## config.mk

```make
export PLATFORM = sky130hd
export DESIGN_NAME = dual_slope_pwm
export DESIGN_NICKNAME = d
export VERILOG_FILES = /design/src/rtl/dspwm_pkg.sv /design/src/rtl/pwm_slope_counter.sv /design/src/rtl/pwm_cmp_channel.sv /design/src/rtl/dual_slope_pwm.sv
export SDC_FILE = /design/constraint.sdc
export NUM_CORES = 1
export LEC_CHECK = 0
export ABC_AREA = 1
export BUFFER_PORTS_ARGS = -buffer_cell sky130_fd_sc_hd__buf_2
export CORE_MARGIN = 10
export CORE_UTILIZATION = 40
export CTS_CLUSTER_DIAMETER = 40
export DETAILED_ROUTE_END_ITERATION = 7
export PLACE_DENSITY_LB_ADDON = 0.2
export SYNTH_ARGS = -nofsm -noshare
export SYNTH_HDL_FRONTEND = slang
export SYNTH_SLANG_ARGS = --single-unit
```

## constraint.sdc

```tcl
create_clock -name clk -period 2 [get_ports clk]
set_input_delay 0.1 -clock clk [delete_from_list [all_inputs] [get_ports clk]]
set_output_delay 0.1 -clock clk [all_outputs]
set_load 0.05 [all_outputs]
```

## src/rtl/dspwm_pkg.sv

```systemverilog
`timescale 1ns/1ps
package dspwm_pkg;

    typedef enum logic [1:0] {
        CEIL_REG  = 2'd0,
        CEIL_W8   = 2'd1,
        CEIL_W9   = 2'd2,
        CEIL_W10  = 2'd3
    } ceil_src_e;

    typedef enum logic [1:0] {
        OMODE_OFF_A  = 2'd0,
        OMODE_OFF_B  = 2'd1,
        OMODE_NONINV = 2'd2,
        OMODE_INV    = 2'd3
    } out_mode_e;

    localparam int FIX_BITS_A = 8;
    localparam int FIX_BITS_B = 9;
    localparam int FIX_BITS_C = 10;

    // Per-tick events from the slope generator
    typedef struct packed {
        logic at_top;   // tick taken at the ceiling on the climb
        logic at_bot;   // tick taken at zero on the descent
        logic climb;    // a match in this state counts as a climbing match
    } slope_ev_t;

endpackage

```

## src/rtl/pwm_slope_counter.sv

```systemverilog
`timescale 1ns/1ps
module pwm_slope_counter
    import dspwm_pkg::*;
#(
    parameter int CNT_W = 16
) (
    input  logic             clk,
    input  logic             rst_n,
    input  logic             tick,
    input  ceil_src_e        src,
    input  logic             ceil_we,
    input  logic [CNT_W-1:0] ceil_wdata,
    output logic [CNT_W-1:0] count,
    output logic [CNT_W-1:0] ceil_eff,
    output slope_ev_t        ev
);

    localparam logic [CNT_W-1:0] CEIL_A = CNT_W'((1 << FIX_BITS_A) - 1);
    localparam logic [CNT_W-1:0] CEIL_B = CNT_W'((1 << FIX_BITS_B) - 1);
    localparam logic [CNT_W-1:0] CEIL_C = CNT_W'((1 << FIX_BITS_C) - 1);

    typedef struct packed {
        logic [CNT_W-1:0] cnt;
        logic             up;
        logic [CNT_W-1:0] ceil_pend;
        logic [CNT_W-1:0] ceil_live;
    } cnt_st_t;

    cnt_st_t st_d, st_q;
    logic    hit_top, hit_bot;

    always_comb begin
        case (src)
            CEIL_W8:  ceil_eff = CEIL_A;
            CEIL_W9:  ceil_eff = CEIL_B;
            CEIL_W10: ceil_eff = CEIL_C;
            default:  ceil_eff = st_q.ceil_live;
        endcase

        hit_top = st_q.up && (st_q.cnt >= ceil_eff);
        hit_bot = !st_q.up && (st_q.cnt == '0);

        ev.at_top = tick && hit_top;
        ev.at_bot = tick && hit_bot;
        ev.climb  = st_q.up ? (st_q.cnt < ceil_eff) : (st_q.cnt == '0);

        st_d = st_q;
        if (tick) begin
            if (hit_top) begin
                st_d.up        = 1'b0;
                st_d.cnt       = (st_q.cnt == '0) ? '0 : st_q.cnt - 1'b1;
                st_d.ceil_live = st_q.ceil_pend;
            end else if (hit_bot) begin
                st_d.up  = 1'b1;
                st_d.cnt = (ceil_eff == '0) ? '0 : CNT_W'(1);
            end else if (st_q.up) begin
                st_d.cnt = st_q.cnt + 1'b1;
            end else begin
                st_d.cnt = st_q.cnt - 1'b1;
            end
        end
        if (ceil_we) begin
            st_d.ceil_pend = ceil_wdata;
        end
    end

    always_ff @(posedge clk) begin
        if (!rst_n) begin
            st_q.cnt       <= '0;
            st_q.up        <= 1'b1;
            st_q.ceil_pend <= '0;
            st_q.ceil_live <= '0;
        end else begin
            st_q <= st_d;
        end
    end

    assign count = st_q.cnt;

endmodule

```

## src/rtl/pwm_cmp_channel.sv

```systemverilog
`timescale 1ns/1ps
module pwm_cmp_channel
    import dspwm_pkg::*;
#(
    parameter int CNT_W = 16
) (
    input  logic             clk,
    input  logic             rst_n,
    input  logic             tick,
    input  logic [CNT_W-1:0] count,
    input  slope_ev_t        ev,
    input  logic             thr_we,
    input  logic [CNT_W-1:0] thr_wdata,
    input  logic             mode_we,
    input  logic [1:0]       mode_wdata,
    output logic             pin,
    output logic [1:0]       mode_o
);

    typedef struct packed {
        logic [CNT_W-1:0] thr_pend;
        logic [CNT_W-1:0] thr_live;
        out_mode_e        mode;
        logic             lvl;
    } ch_st_t;

    ch_st_t st_d, st_q;
    logic   match, drive;

    always_comb begin
        match = tick && (count == st_q.thr_live);
        drive = (st_q.mode == OMODE_NONINV) || (st_q.mode == OMODE_INV);

        st_d = st_q;
        if (match && drive) begin
            if (ev.climb) begin
                st_d.lvl = (st_q.mode == OMODE_INV);
            end else begin
                st_d.lvl = (st_q.mode == OMODE_NONINV);
            end
        end
        if (ev.at_top) begin
            st_d.thr_live = st_q.thr_pend;
        end
        if (thr_we) begin
            st_d.thr_pend = thr_wdata;
        end
        if (mode_we) begin
            st_d.mode = out_mode_e'(mode_wdata);
        end
    end

    always_ff @(posedge clk) begin
        if (!rst_n) begin
            st_q.thr_pend <= '0;
            st_q.thr_live <= '0;
            st_q.mode     <= OMODE_OFF_A;
            st_q.lvl      <= 1'b0;
        end else begin
            st_q <= st_d;
        end
    end

    assign pin    = st_q.lvl && (st_q.mode == OMODE_NONINV || st_q.mode == OMODE_INV);
    assign mode_o = st_q.mode;

endmodule

```

## src/rtl/dual_slope_pwm.sv

```systemverilog
`timescale 1ns/1ps
module dual_slope_pwm
    import dspwm_pkg::*;
#(
    parameter int CNT_W  = 16,
    parameter int NUM_CH = 2
) (
    input  logic              clk,
    input  logic              rst_n,
    input  logic              tick,
    input  logic [1:0]        top_src,
    input  logic              top_we,
    input  logic [CNT_W-1:0]  top_wdata,
    input  logic [NUM_CH-1:0] cmp_we,
    input  logic [CNT_W-1:0]  cmp_wdata,
    input  logic [NUM_CH-1:0] mode_we,
    input  logic [1:0]        mode_wdata,
    input  logic              bot_clr,
    input  logic              top_clr,
    output logic [NUM_CH-1:0] pwm_out,
    output logic              bot_flag,
    output logic              top_flag,
    output logic [CNT_W-1:0]  count
);

    localparam int MODE_BITS = 2 * NUM_CH;

    typedef struct packed {
        logic bot;
        logic top;
    } flag_st_t;

    ceil_src_e          src;
    slope_ev_t          ev;
    logic [CNT_W-1:0]   ceil_eff;
    logic [CNT_W-1:0]   thr_masked;
    logic [MODE_BITS-1:0] ch_mode;
    flag_st_t           flg_d, flg_q;

    assign src = ceil_src_e'(top_src);

    pwm_slope_counter #(.CNT_W(CNT_W)) u_slope (
        .clk        (clk),
        .rst_n      (rst_n),
        .tick       (tick),
        .src        (src),
        .ceil_we    (top_we),
        .ceil_wdata (top_wdata),
        .count      (count),
        .ceil_eff   (ceil_eff),
        .ev         (ev)
    );

    // Fixed-width ceilings are all-ones masks of their width
    assign thr_masked = (src == CEIL_REG) ? cmp_wdata : (cmp_wdata & ceil_eff);

    for (genvar g = 0; g < NUM_CH; g++) begin : g_ch
        pwm_cmp_channel #(.CNT_W(CNT_W)) u_ch (
            .clk        (clk),
            .rst_n      (rst_n),
            .tick       (tick),
            .count      (count),
            .ev         (ev),
            .thr_we     (cmp_we[g]),
            .thr_wdata  (thr_masked),
            .mode_we    (mode_we[g]),
            .mode_wdata (mode_wdata),
            .pin        (pwm_out[g]),
            .mode_o     (ch_mode[2*g +: 2])
        );
    end

    always_comb begin
        flg_d = flg_q;
        if (bot_clr) flg_d.bot = 1'b0;
        if (top_clr) flg_d.top = 1'b0;
        if (ev.at_bot) flg_d.bot = 1'b1;
        if (ev.at_top && src == CEIL_REG) flg_d.top = 1'b1;
    end

    always_ff @(posedge clk) begin
        if (!rst_n) begin
            flg_q <= '0;
        end else begin
            flg_q <= flg_d;
        end
    end

    assign bot_flag = flg_q.bot;
    assign top_flag = flg_q.top;

endmodule

```

==> flow_metrics.py, run 1 <==
metrics = {
    "timing": {
        "drv_slew": 0,
        "rsz0062_at_grt": "yes",
        "hold_viol_final": 0,
        "max_freq_mhz": 457,
        "finalWorstSetupSlack_ns": -0.189,
        "max_slew_margin_pct": 69.1,
        "skew_ns": 0.00960,
        "worst_slew_pin_slew_ns": 0.458,
        "setup_viol": 65,
        "min_period_ns": 2.19,
        "hold_ws_ns": 0.00941,
        "post-route-period-util_pct": 109,
    },
    "cts": {
        "cts_tree": "done",
        "clkLatencyLatePin_ns": 0.42,
        "clock-root-buffer": "clkbuf_16",
        "clk_pin_slew_ns": 0.06,
        "clockBufferDepth": 2,
        "cts_buffers": 17,
        "htreeDepth": 4,
        "cts_sinks": 121,
    },
    "floorplanning": {
        "fp-row-count": 47,
        "coreArea_um2": 16500,
        "die_w_um": 149,
        "die_height_um": 149,
        "dieArea_um2": 22200,
        "pin_count": 66,
        "initial_core_util_pct": 40.5,
    },
    "yosys": {
        "ys_seq_elements": 121,
        "netlist_instances": 992,
        "synth_area_leader_cell": "dfxtp_1",
        "netlist_top_cells_area": "dfxtp_1 36%, nand2_1 11%, nor2_1 10%",
        "synth_edf_count": 0,
        "synth_area_um2": 6660,
        "synth.most_common_cell": "nand2_1",
        "synth_ff_type": "dfxtp_1",
        "synth-async-reset-ratio_pct": 0,
        "ys_seq_area_share_pct": 36.4,
        "yosys_warnings": 0,
        "ys_types": 36,
        "synth_nets": 1055,
        "yosys-top-cells-count": "201 x nand2_1, 177 x nor2_1, 121 x dfxtp_1",
        "synth_top_area_share_pct": 36.4,
        "syn_avg_cell_area_um2": 6.72,
    },
    "route": {
        "routedWlPerCell_um": 15.6,
        "drt-initial-drc-count": 417,
        "vias": 6948,
        "remaining_drc_errors": 0,
        "routed_wl_um": 21500,
        "ant_nets": 0,
        "firstDrtPassIters": 5,
        "viasPerCell": 5.06,
    },
    "layout": {
        "multi_input_area_um2": 3770,
        "seq_area_um2": 2440,
        "fin_nets": 1203,
        "antennaDiodeCount": 0,
        "syn2layout_area_growth_pct": 34.7,
        "drive_above_1_share_pct": 24.5,
        "final_cells": 1373,
        "fillers": 1648,
    },
    "worst_setup_path": {
        "rrSetupSlack_ns": -0.19,
        "cpPeakStageDelay_ns": 0.34,
        "rr_startpoint": "u_slope.st_q[9]",
        "worst_setup_path_end_kind": "flop",
        "crit_slowest_cell": "dfxtp_2",
        "reg2reg_depth": 14,
        "crit_type": "flop to flop",
        "worstPathRequired_ns": 2.36,
        "start_kind": "flop",
        "path_max_fanout": 5,
        "timing.rr.end": "g_ch[1].u_ch.st_q[17]",
        "crit_chain": "o21ai_2, ha_1, a21oi_1, nor2_1, o21bai_1, nand3_1, a21oi_2, nand2_4, nand3_4, buf_12, buf_6, buf_6, nand2_2, a21oi_2",
        "arrival_ns": 2.55,
    },
    "power_and_ir_drop": {
        "peakVddDrop_mv": 0.630,
        "p_leak_nw": 4.08,
        "power.density_nw_per_um2": 989,
    },
    "grt": {
        "grt_pass1_wl_um": 34200,
        "grt_max_degree": 36,
        "overflow": 0,
        "antenna_found_initial": 0,
        "grt_pass1_vias": 6655,
        "grtUsageTotal_pct": 19.0,
    },
    "min_path": {
        "min_to": "bot_flag",
        "min-delay-start": "bot_clr",
        "hold_path.class": "input pin to flop",
        "min_path_cells": 4,
    },
    "flow_run": {
        "maxCapViolCount": 0,
    },
    "placement": {
        "port_buffers": 65,
        "gp_congestion": 0.939,
        "placed_cells": 1285,
        "hpwl_um": 15100,
    },
    "run_status": {
        "violations": "setup timing",
        "status": "finished with violations",
    },
}
==> per-stage QoR <==
stage          util, %  setup WS, ns  setup TNS [ns]  area, um^2  total power, mW
2_1_floorplan        -       -0.0161          -0.172        6670             4.68
6_report          54.5        -0.189           -7.48        8970             8.88
5_1_grt           54.5        -0.309          -16.31        8970             9.38
4_1_cts           52.5        -0.104           -3.85        8650             8.60
3_3_place_gp      45.7        -0.282          -15.37        7530             5.51
3_5_place_dp      45.7        -0.379          -20.49        7530             5.52
==> how the worst max path moves through the flow <==
stage	depth (start not counted)	slack [ns]	endpoint	from
after global placement	17	-0.28	u_slope.st_q[2]	top_src[0]
after global routing	13	-0.31	g_ch[0].u_ch.st_q[9]	u_slope.st_q[9]
final	14	-0.19	g_ch[1].u_ch.st_q[17]	u_slope.st_q[9]
after detailed placement	16	-0.38	u_slope.count[10]	top_src[0]
after CTS	13	-0.10	g_ch[1].u_ch.st_q[10]	u_slope.st_q[9]
after floorplan	16	-0.02	u_slope.count[4]	top_src[0]
==> state kept, by name, indices dropped and copies added, names as in the netlist <==
name / flops
bot_flag: 1
g_ch.u_ch.mode_o: 4
g_ch.u_ch.st_q: 66
top_flag: 1
u_slope.count: 16
u_slope.st_q: 33
==> metal layers <==
metal  up-vias  part of all wire, %  track usage (%)
li1       3556                    -                -
met4         0                  1.5             5.50
met1      3212                   47             24.9
met5         -                    0                0
met3        25                  5.1             3.91
met2       155                   46             30.7
==> area by class of cell <==
cell class                      count  share of cell area, %
Multi-Input combinational cell    718                   42.1
Sequential cell                   121                   27.1
Timing Repair Buffer              206                   18.3
Clock buffer                       19                   4.94
Inverter                           76                   3.19
Tap cell                          220                   3.07
Clock inverter                     13                   1.35
==> what timing repair did <==
action	4_1_cts	5_1_grt
hold buffers	40	0
pin swaps	2	15
resized for setup	31	59
buffers inserted	6	9
gates cloned	0	4
endpoints found under the setup margin	66	69
hold endpoints to repair	50	0
==> cell usage in the layout, fill, tap and decap left out, types with 4 or more instances in the layout <==
master	netlist	routed
clkbuf_16	0	20
nor4_1	7	6
nor3_1	8	8
inv_1	68	64
nand4_1	47	47
o2111ai_1	5	5
a21oi_1	77	64
nand2_2	1	23
inv_2	4	8
ha_1	17	14
nand3b_1	4	4
buf_2	13	65
o21ai_0	74	73
xor2_1	18	17
o22ai_1	8	8
nor2_1	177	167
nor3_2	4	4
dlygate4sd3_1	0	40
nand2_4	0	5
buf_12	0	6
nand2_1	201	174
nor2_2	0	9
nand3_1	44	41
a21oi_2	1	14
clkinv_2	0	4
xnor2_1	10	10
dfxtp_1	121	112
clkinv_4	0	5
dfxtp_2	0	8
buf_6	3	5
buf_4	25	86
==> worst max-delay path, delay by kind of cell, from the launching register on <==
| family | cells | cell delay (ns) |
|---|---|---|
| adder cells (fa/ha/maj) | 1 | 0.26 |
| buffers and inverters | 3 | 0.35 |
| AO/OA/AOI/OAI | 5 | 0.73 |
| flip-flops | 1 | 0.34 |
| AND/OR/NAND/NOR | 5 | 0.43 |
==> cells by family after synthesis <==
kind of cell / Yosys count / share of synthesized area (%)
and+or+nand+nor: 499 / 32.3
AOI/OAI and AO/OA: 174 / 13.8
buffers and inverters: 153 / 10.6
DFF: 121 / 36.4
xor gates and xnor gates: 28 / 3.68
adders and majority gates: 17 / 3.19
==> where the power goes <==
part	internal, mW	switching [mW]	leakage [nW]	total, mW
Sequential	2.65	0.170	1.00	2.82
Combinational	1.28	1.84	2.80	3.12
Clock	1.75	1.18	0.274	2.93
Power figures use the tool's default switching activity.
==> run 2, diff against run 1 <==
--- a/config.mk
+++ b/config.mk
@@ -6,11 +6,11 @@
 export NUM_CORES = 1
 export LEC_CHECK = 0
 export ABC_AREA = 1
-export BUFFER_PORTS_ARGS = -buffer_cell sky130_fd_sc_hd__buf_2
 export CORE_MARGIN = 10
 export CORE_UTILIZATION = 40
 export CTS_CLUSTER_DIAMETER = 40
 export DETAILED_ROUTE_END_ITERATION = 7
+export DONT_BUFFER_PORTS = 1
 export PLACE_DENSITY_LB_ADDON = 0.2
 export SYNTH_ARGS = -nofsm -noshare
 export SYNTH_HDL_FRONTEND = slang
==> flow_metrics.py, run 2 (synthesis gave the netlist of run 1 again) <==
metrics = {
    "run_status": {
        "status": "finished with violations",
        "violations": "setup timing",
    },
    "route": {
        "routedWlPerCell_um": 17.4,
        "remaining_drc_errors": 0,
        "firstDrtPassIters": 6,
        "vias": 7356,
        "drt-initial-drc-count": 590,
        "viasPerCell": 5.28,
        "ant_nets": 0,
        "routed_wl_um": 24300,
    },
    "placement": {
        "gp_congestion": 0.878,
        "placed_cells": 1236,
        "port_buffers": 0,
        "hpwl_um": 15100,
        "post-place-ws_ns": -0.196,
        "dpl-instance-area_um2": 7340,
    },
    "layout": {
        "final_cells": 1393,
        "largest_reg_flops": 66,
        "layout_common_cells": "161 x nor2_1, 141 x nand2_1, 110 x dfxtp_1",
        "final_common_cell": "nor2_1",
        "stdcell_area_um2": 9990,
        "antennaDiodeCount": 0,
        "syn2layout_area_growth_pct": 49.9,
        "largest-register": "g_ch.u_ch.st_q",
        "final_util_pct": 60.6,
        "fin_nets": 1223,
        "fillers": 1461,
        "drive_above_1_share_pct": 25.6,
    },
    "worst_setup_path": {
        "start_kind": "flop",
        "arrival_ns": 2.54,
        "path_max_fanout": 3,
        "crit_chain": "nor2_2, ha_1, nand2_1, nor2_1, a211oi_2, nand2_2, buf_4, buf_4, buf_4, nand2_2, nand4_1, nand2_1, nand3_1, a21oi_2",
        "worstPathBufferInverterCount": 3,
        "cp-startpoint": "u_slope.st_q[7]",
        "worst_setup_path_end_kind": "flop",
        "cp-endpoint": "u_slope.count[1]",
        "crit_top_cell": "buf_4",
        "reg2reg_depth": 14,
        "crit_slowest_cell": "dfxtp_2",
        "rrSetupSlack_ns": -0.19,
        "worstPathRequired_ns": 2.35,
        "timing.rr.end": "u_slope.count[1]",
        "crit_type": "flop to flop",
        "cpPeakStageDelay_ns": 0.34,
        "crit_cells": 14,
        "rr_startpoint": "u_slope.st_q[7]",
        "path_delay_family": "simple AND/OR/NAND/NOR gates",
    },
    "cts": {
        "cts_buffers": 17,
        "clockBufferDepth": 2,
        "clkLatencyLatePin_ns": 0.42,
        "cts_tree": "done",
        "htreeDepth": 4,
        "clk_pin_slew_ns": 0.06,
        "clock-root-buffer": "clkbuf_16",
        "cts_sinks": 121,
    },
    "floorplanning": {
        "initial_core_util_pct": 40.5,
        "die_height_um": 149,
        "pin_count": 66,
        "die_w_um": 149,
        "coreArea_um2": 16500,
        "fp-row-count": 47,
        "dieArea_um2": 22200,
    },
    "power_and_ir_drop": {
        "peakVddDrop_mv": 0.894,
        "report.power.total_mw": 9.82,
        "p_leak_nw": 4.34,
        "power.density_nw_per_um2": 983,
    },
    "timing": {
        "tns_ns": -8.99,
        "skew_ns": 0.0106,
        "setup_viol": 65,
        "rsz0062_at_grt": "yes",
        "max_slew_margin_pct": 38.0,
        "drv_slew": 0,
        "worst_slew_pin_slew_ns": 0.927,
        "hold_ws_ns": 0.0168,
        "max_freq_mhz": 456,
        "min_period_ns": 2.19,
        "hold_viol_final": 0,
        "post-route-period-util_pct": 110,
        "finalWorstSetupSlack_ns": -0.192,
    },
    "grt": {
        "grt_max_degree": 89,
        "antenna_found_initial": 0,
        "overflow": 0,
        "grtUsageTotal_pct": 20.8,
        "grt_pass1_wl_um": 37200,
        "grt_pass1_vias": 7092,
    },
    "min_path": {
        "hold_path.class": "input pin to flop",
    },
    "flow_run": {
        "maxCapViolCount": 0,
    },
}
## run 2: final cells by class
| class | count | area, um^2 | share of cell area, % |
|---|---|---|---|
| clock buffer | 23 | 508 | 5.09 |
| clock inverter | 9 | 135 | 1.35 |
| inverter | 76 | 287 | 2.87 |
| multi-input combinational | 719 | 4140 | 41.4 |
| sequential | 121 | 2440 | 24.4 |
| tap | 220 | 275 | 2.76 |
| timing repair buffer | 225 | 2200 | 22.1 |
## run 2: repair_timing
action                     in CTS  in global routing
cloned                          4                  2
resized for setup              62                126
setup endpoints to repair      63                 69
buffers inserted               11                  6
pin swaps                      17                 50
hold endpoints to repair      121                 68
hold buffers                  100                  4
## run 2: worst min-delay path by stage
| stage | start | end | depth (start not counted) |
|---|---|---|---|
| final | cmp_wdata[8] | g_ch[0].u_ch.st_q[27] | 2 |
| after global routing | cmp_wdata[8] | g_ch[0].u_ch.st_q[27] | 2 |
| after CTS | rst_n | u_slope.st_q[32] | 1 |
| after detailed placement | rst_n | u_slope.st_q[32] | 1 |
| after global placement | rst_n | u_slope.st_q[32] | 1 |
| after floorplan | cmp_wdata[5] | g_ch[0].u_ch.st_q[24] | 2 |
## run 2: power breakdown
group	switching [mW]	total (mW)	leakage, nW	internal, mW
Clock	1.16	3.32	0.308	2.16
Sequential	0.196	2.85	1.00	2.65
Combinational	2.06	3.65	3.03	1.59
## run 2: worst register-to-register path: cells and delay by family, from the launching register on
kind	cells	cell delay, ns
and+or+nand+nor	8	0.79
AOI/OAI and AO/OA	2	0.32
DFF	1	0.34
buffers and inverters	3	0.38
adders and majority gates	1	0.29
## run 2: per-layer routing
metal | GRT usage, % | vias up | wire length [um]
li1 | - | 3601 | -
met1 | 27.0 | 3465 | 10500
met2 | 34.6 | 259 | 11800
met3 | 4.19 | 31 | 1630
met4 | 5.30 | 0 | 334
met5 | 0 | - | 0
==> run 3, diff against run 2 <==
--- a/config.mk
+++ b/config.mk
@@ -8,9 +8,10 @@
 export ABC_AREA = 1
 export CORE_MARGIN = 10
 export CORE_UTILIZATION = 40
-export CTS_CLUSTER_DIAMETER = 40
+export CTS_CLUSTER_DIAMETER = 100
 export DETAILED_ROUTE_END_ITERATION = 7
 export DONT_BUFFER_PORTS = 1
+export MAX_ROUTING_LAYER = met4
 export PLACE_DENSITY_LB_ADDON = 0.2
 export SYNTH_ARGS = -nofsm -noshare
 export SYNTH_HDL_FRONTEND = slang
==> flow_metrics.py, run 3 (synthesis gave the netlist of run 1 again) <==
metrics = {
    "power_and_ir_drop": {
        "switching_share_pct": 34.7,
        "p_sw_mw": 3.20,
        "p_comb_share_pct": 35.2,
        "internal-power_mw": 6.03,
        "p_leak_nw": 4.04,
        "seqPwrFrac_pct": 30.8,
        "report.power.total_mw": 9.23,
        "pwr-share-clk_pct": 34.0,
        "peakVddDrop_mv": 0.689,
        "power.density_nw_per_um2": 1010,
    },
    "route": {
        "viasPerCell": 5.21,
        "ant_nets": 0,
        "vias": 7013,
        "routed_wl_um": 22500,
        "firstDrtPassIters": 5,
        "remaining_drc_errors": 0,
        "drt-initial-drc-count": 456,
        "routedWlPerCell_um": 16.7,
    },
    "layout": {
        "fin_nets": 1175,
        "layout_common_cells": "174 x nand2_1, 170 x nor2_1, 113 x dfxtp_1",
        "drive_above_1_share_pct": 20.4,
        "largest-register": "g_ch.u_ch.st_q",
        "syn2layout_area_growth_pct": 37.0,
        "largest_reg_flops": 66,
        "final_common_cell": "nand2_1",
        "final_util_pct": 55.4,
        "seq_area_um2": 2430,
        "multi_input_area_um2": 3840,
        "fillers": 1593,
    },
    "timing": {
        "drv_slew": 0,
        "setup_viol": 68,
        "hold_viol_final": 1,
        "max_freq_mhz": 454,
        "post-route-period-util_pct": 110,
        "tns_ns": -10.03,
        "max_slew_margin_pct": 41.2,
        "rsz0062_at_grt": "yes",
        "worst_slew_pin_slew_ns": 0.880,
        "hold_ws_ns": -0.00506,
        "finalWorstSetupSlack_ns": -0.203,
        "skew_ns": 0.00509,
        "min_period_ns": 2.20,
    },
    "worst_setup_path": {
        "cp-startpoint": "u_slope.st_q[5]",
        "crit_type": "flop to flop",
        "rrSetupSlack_ns": -0.20,
        "arrival_ns": 2.55,
        "rr_startpoint": "u_slope.st_q[5]",
        "worst_setup_path_end_kind": "flop",
        "start_kind": "flop",
        "path_max_fanout": 14,
        "worstPathRequired_ns": 2.35,
    },
    "cts": {
        "clk_pin_slew_ns": 0.06,
        "clkLatencyLatePin_ns": 0.42,
        "htreeDepth": 4,
        "cts_buffers": 17,
        "cts_sinks": 121,
        "clock-root-buffer": "clkbuf_16",
        "cts_tree": "done",
        "clockBufferDepth": 2,
    },
    "placement": {
        "hpwl_um": 15200,
        "post-place-ws_ns": -0.193,
        "gp_congestion": 0.896,
        "port_buffers": 0,
    },
    "floorplanning": {
        "die_height_um": 149,
        "pin_count": 66,
        "die_w_um": 149,
        "fp-row-count": 47,
        "coreArea_um2": 16500,
        "dieArea_um2": 22200,
        "initial_core_util_pct": 40.5,
    },
    "grt": {
        "grt_pass1_wl_um": 35200,
        "grt_max_degree": 88,
        "grt_pass1_vias": 6575,
        "antenna_found_initial": 2,
        "overflow": 0,
        "grtUsageTotal_pct": 20.3,
    },
    "run_status": {
        "violations": "hold timing, setup timing",
        "status": "finished with violations",
    },
    "min_path": {
        "hold_path.class": "input pin to flop",
        "min-delay-start": "tick",
    },
    "flow_run": {
        "maxCapViolCount": 0,
    },
}
run 3: cell count changes in the layout (fill, tap and decap cells not counted), moves of 7 or more:
cell and change:
nand2_2 -12, buf_12 -7, nor2_2 -7, dlygate4sd3_1 -34
a21oi_1 +11, a21oi_2 -11, buf_4 -7, nor2_1 +9
nand2_1 +33, nand2_4 -21
run 3: power groups by stage:
| stage | combinational, mW | sequential (mW) | clock [mW] |
|---|---|---|---|
| after CTS | 2.87 | 2.83 | 3.17 |
| final | 3.25 | 2.84 | 3.14 |
| after detailed placement | 2.59 | 2.87 | 0 |
| after global routing | 3.56 | 2.86 | 3.28 |
| after global placement | 2.59 | 2.87 | 0 |
| after floorplan | 1.86 | 2.82 | 0 |
run 3: timing repair:
action | 4_1_cts | 5_1_grt
resized for setup | 25 | 74
setup buffers | 5 | 6
hold buffers | 67 | 2
pin swaps | 10 | 22
cloned | 2 | 3
hold endpoints to repair | 121 | 44
endpoints found under the setup margin | 65 | 68
run 3: critical path: stages, from the launching register on:
cell,delay (ns)
dfxtp_2,0.35
nor2_2,0.04
ha_1,0.32
a21oi_2,0.14
nor2_1,0.06
a211oi_2,0.19
nand2_2,0.11
a21oi_4,0.19
nand2_4,0.11
nand3_4,0.22
clkbuf_16,0.22
nand2_1,0.05
a21oi_1,0.12
run 3: area by class of cell:
cell class	count	share of cell area, %
inverters	76	3.14
flip-flops and latches	121	26.7
diodes	2	0.0548
multi-input cells	719	42.1
clock inverters	11	1.59
clock buffers	21	5.05
well taps	220	3.02
repair buffers	177	18.4
run 3: metrics by stage:
stage | cells | instance area [um^2]
after detailed placement | 1230 | 7280
after global placement | 1230 | 7280
after global routing | 1347 | 9130
after floorplan | 992 | 6670
after CTS | 1335 | 8710
final | 1347 | 9130
run 3: path summary, 6_finish.rpt:
path / to / cells after the start
setup reg to reg: u_slope.st_q[1] / 12
hold / removal: u_slope.count[1] / 3
hold reg to reg: u_slope.st_q[13] / 2
setup / recovery: u_slope.st_q[1] / 12
run 3: per-layer routing:
metal / wire [um] / share of wire, % / track usage, % / up-vias
met4: 476 / 2.1 / 6.43 / 0
li1: - / - / - / 3505
met2: 10500 / 46 / 30.7 / 221
met5: 0 / 0 / - / -
met3: 1380 / 6.1 / 4.43 / 36
met1: 10200 / 45 / 26.5 / 3251
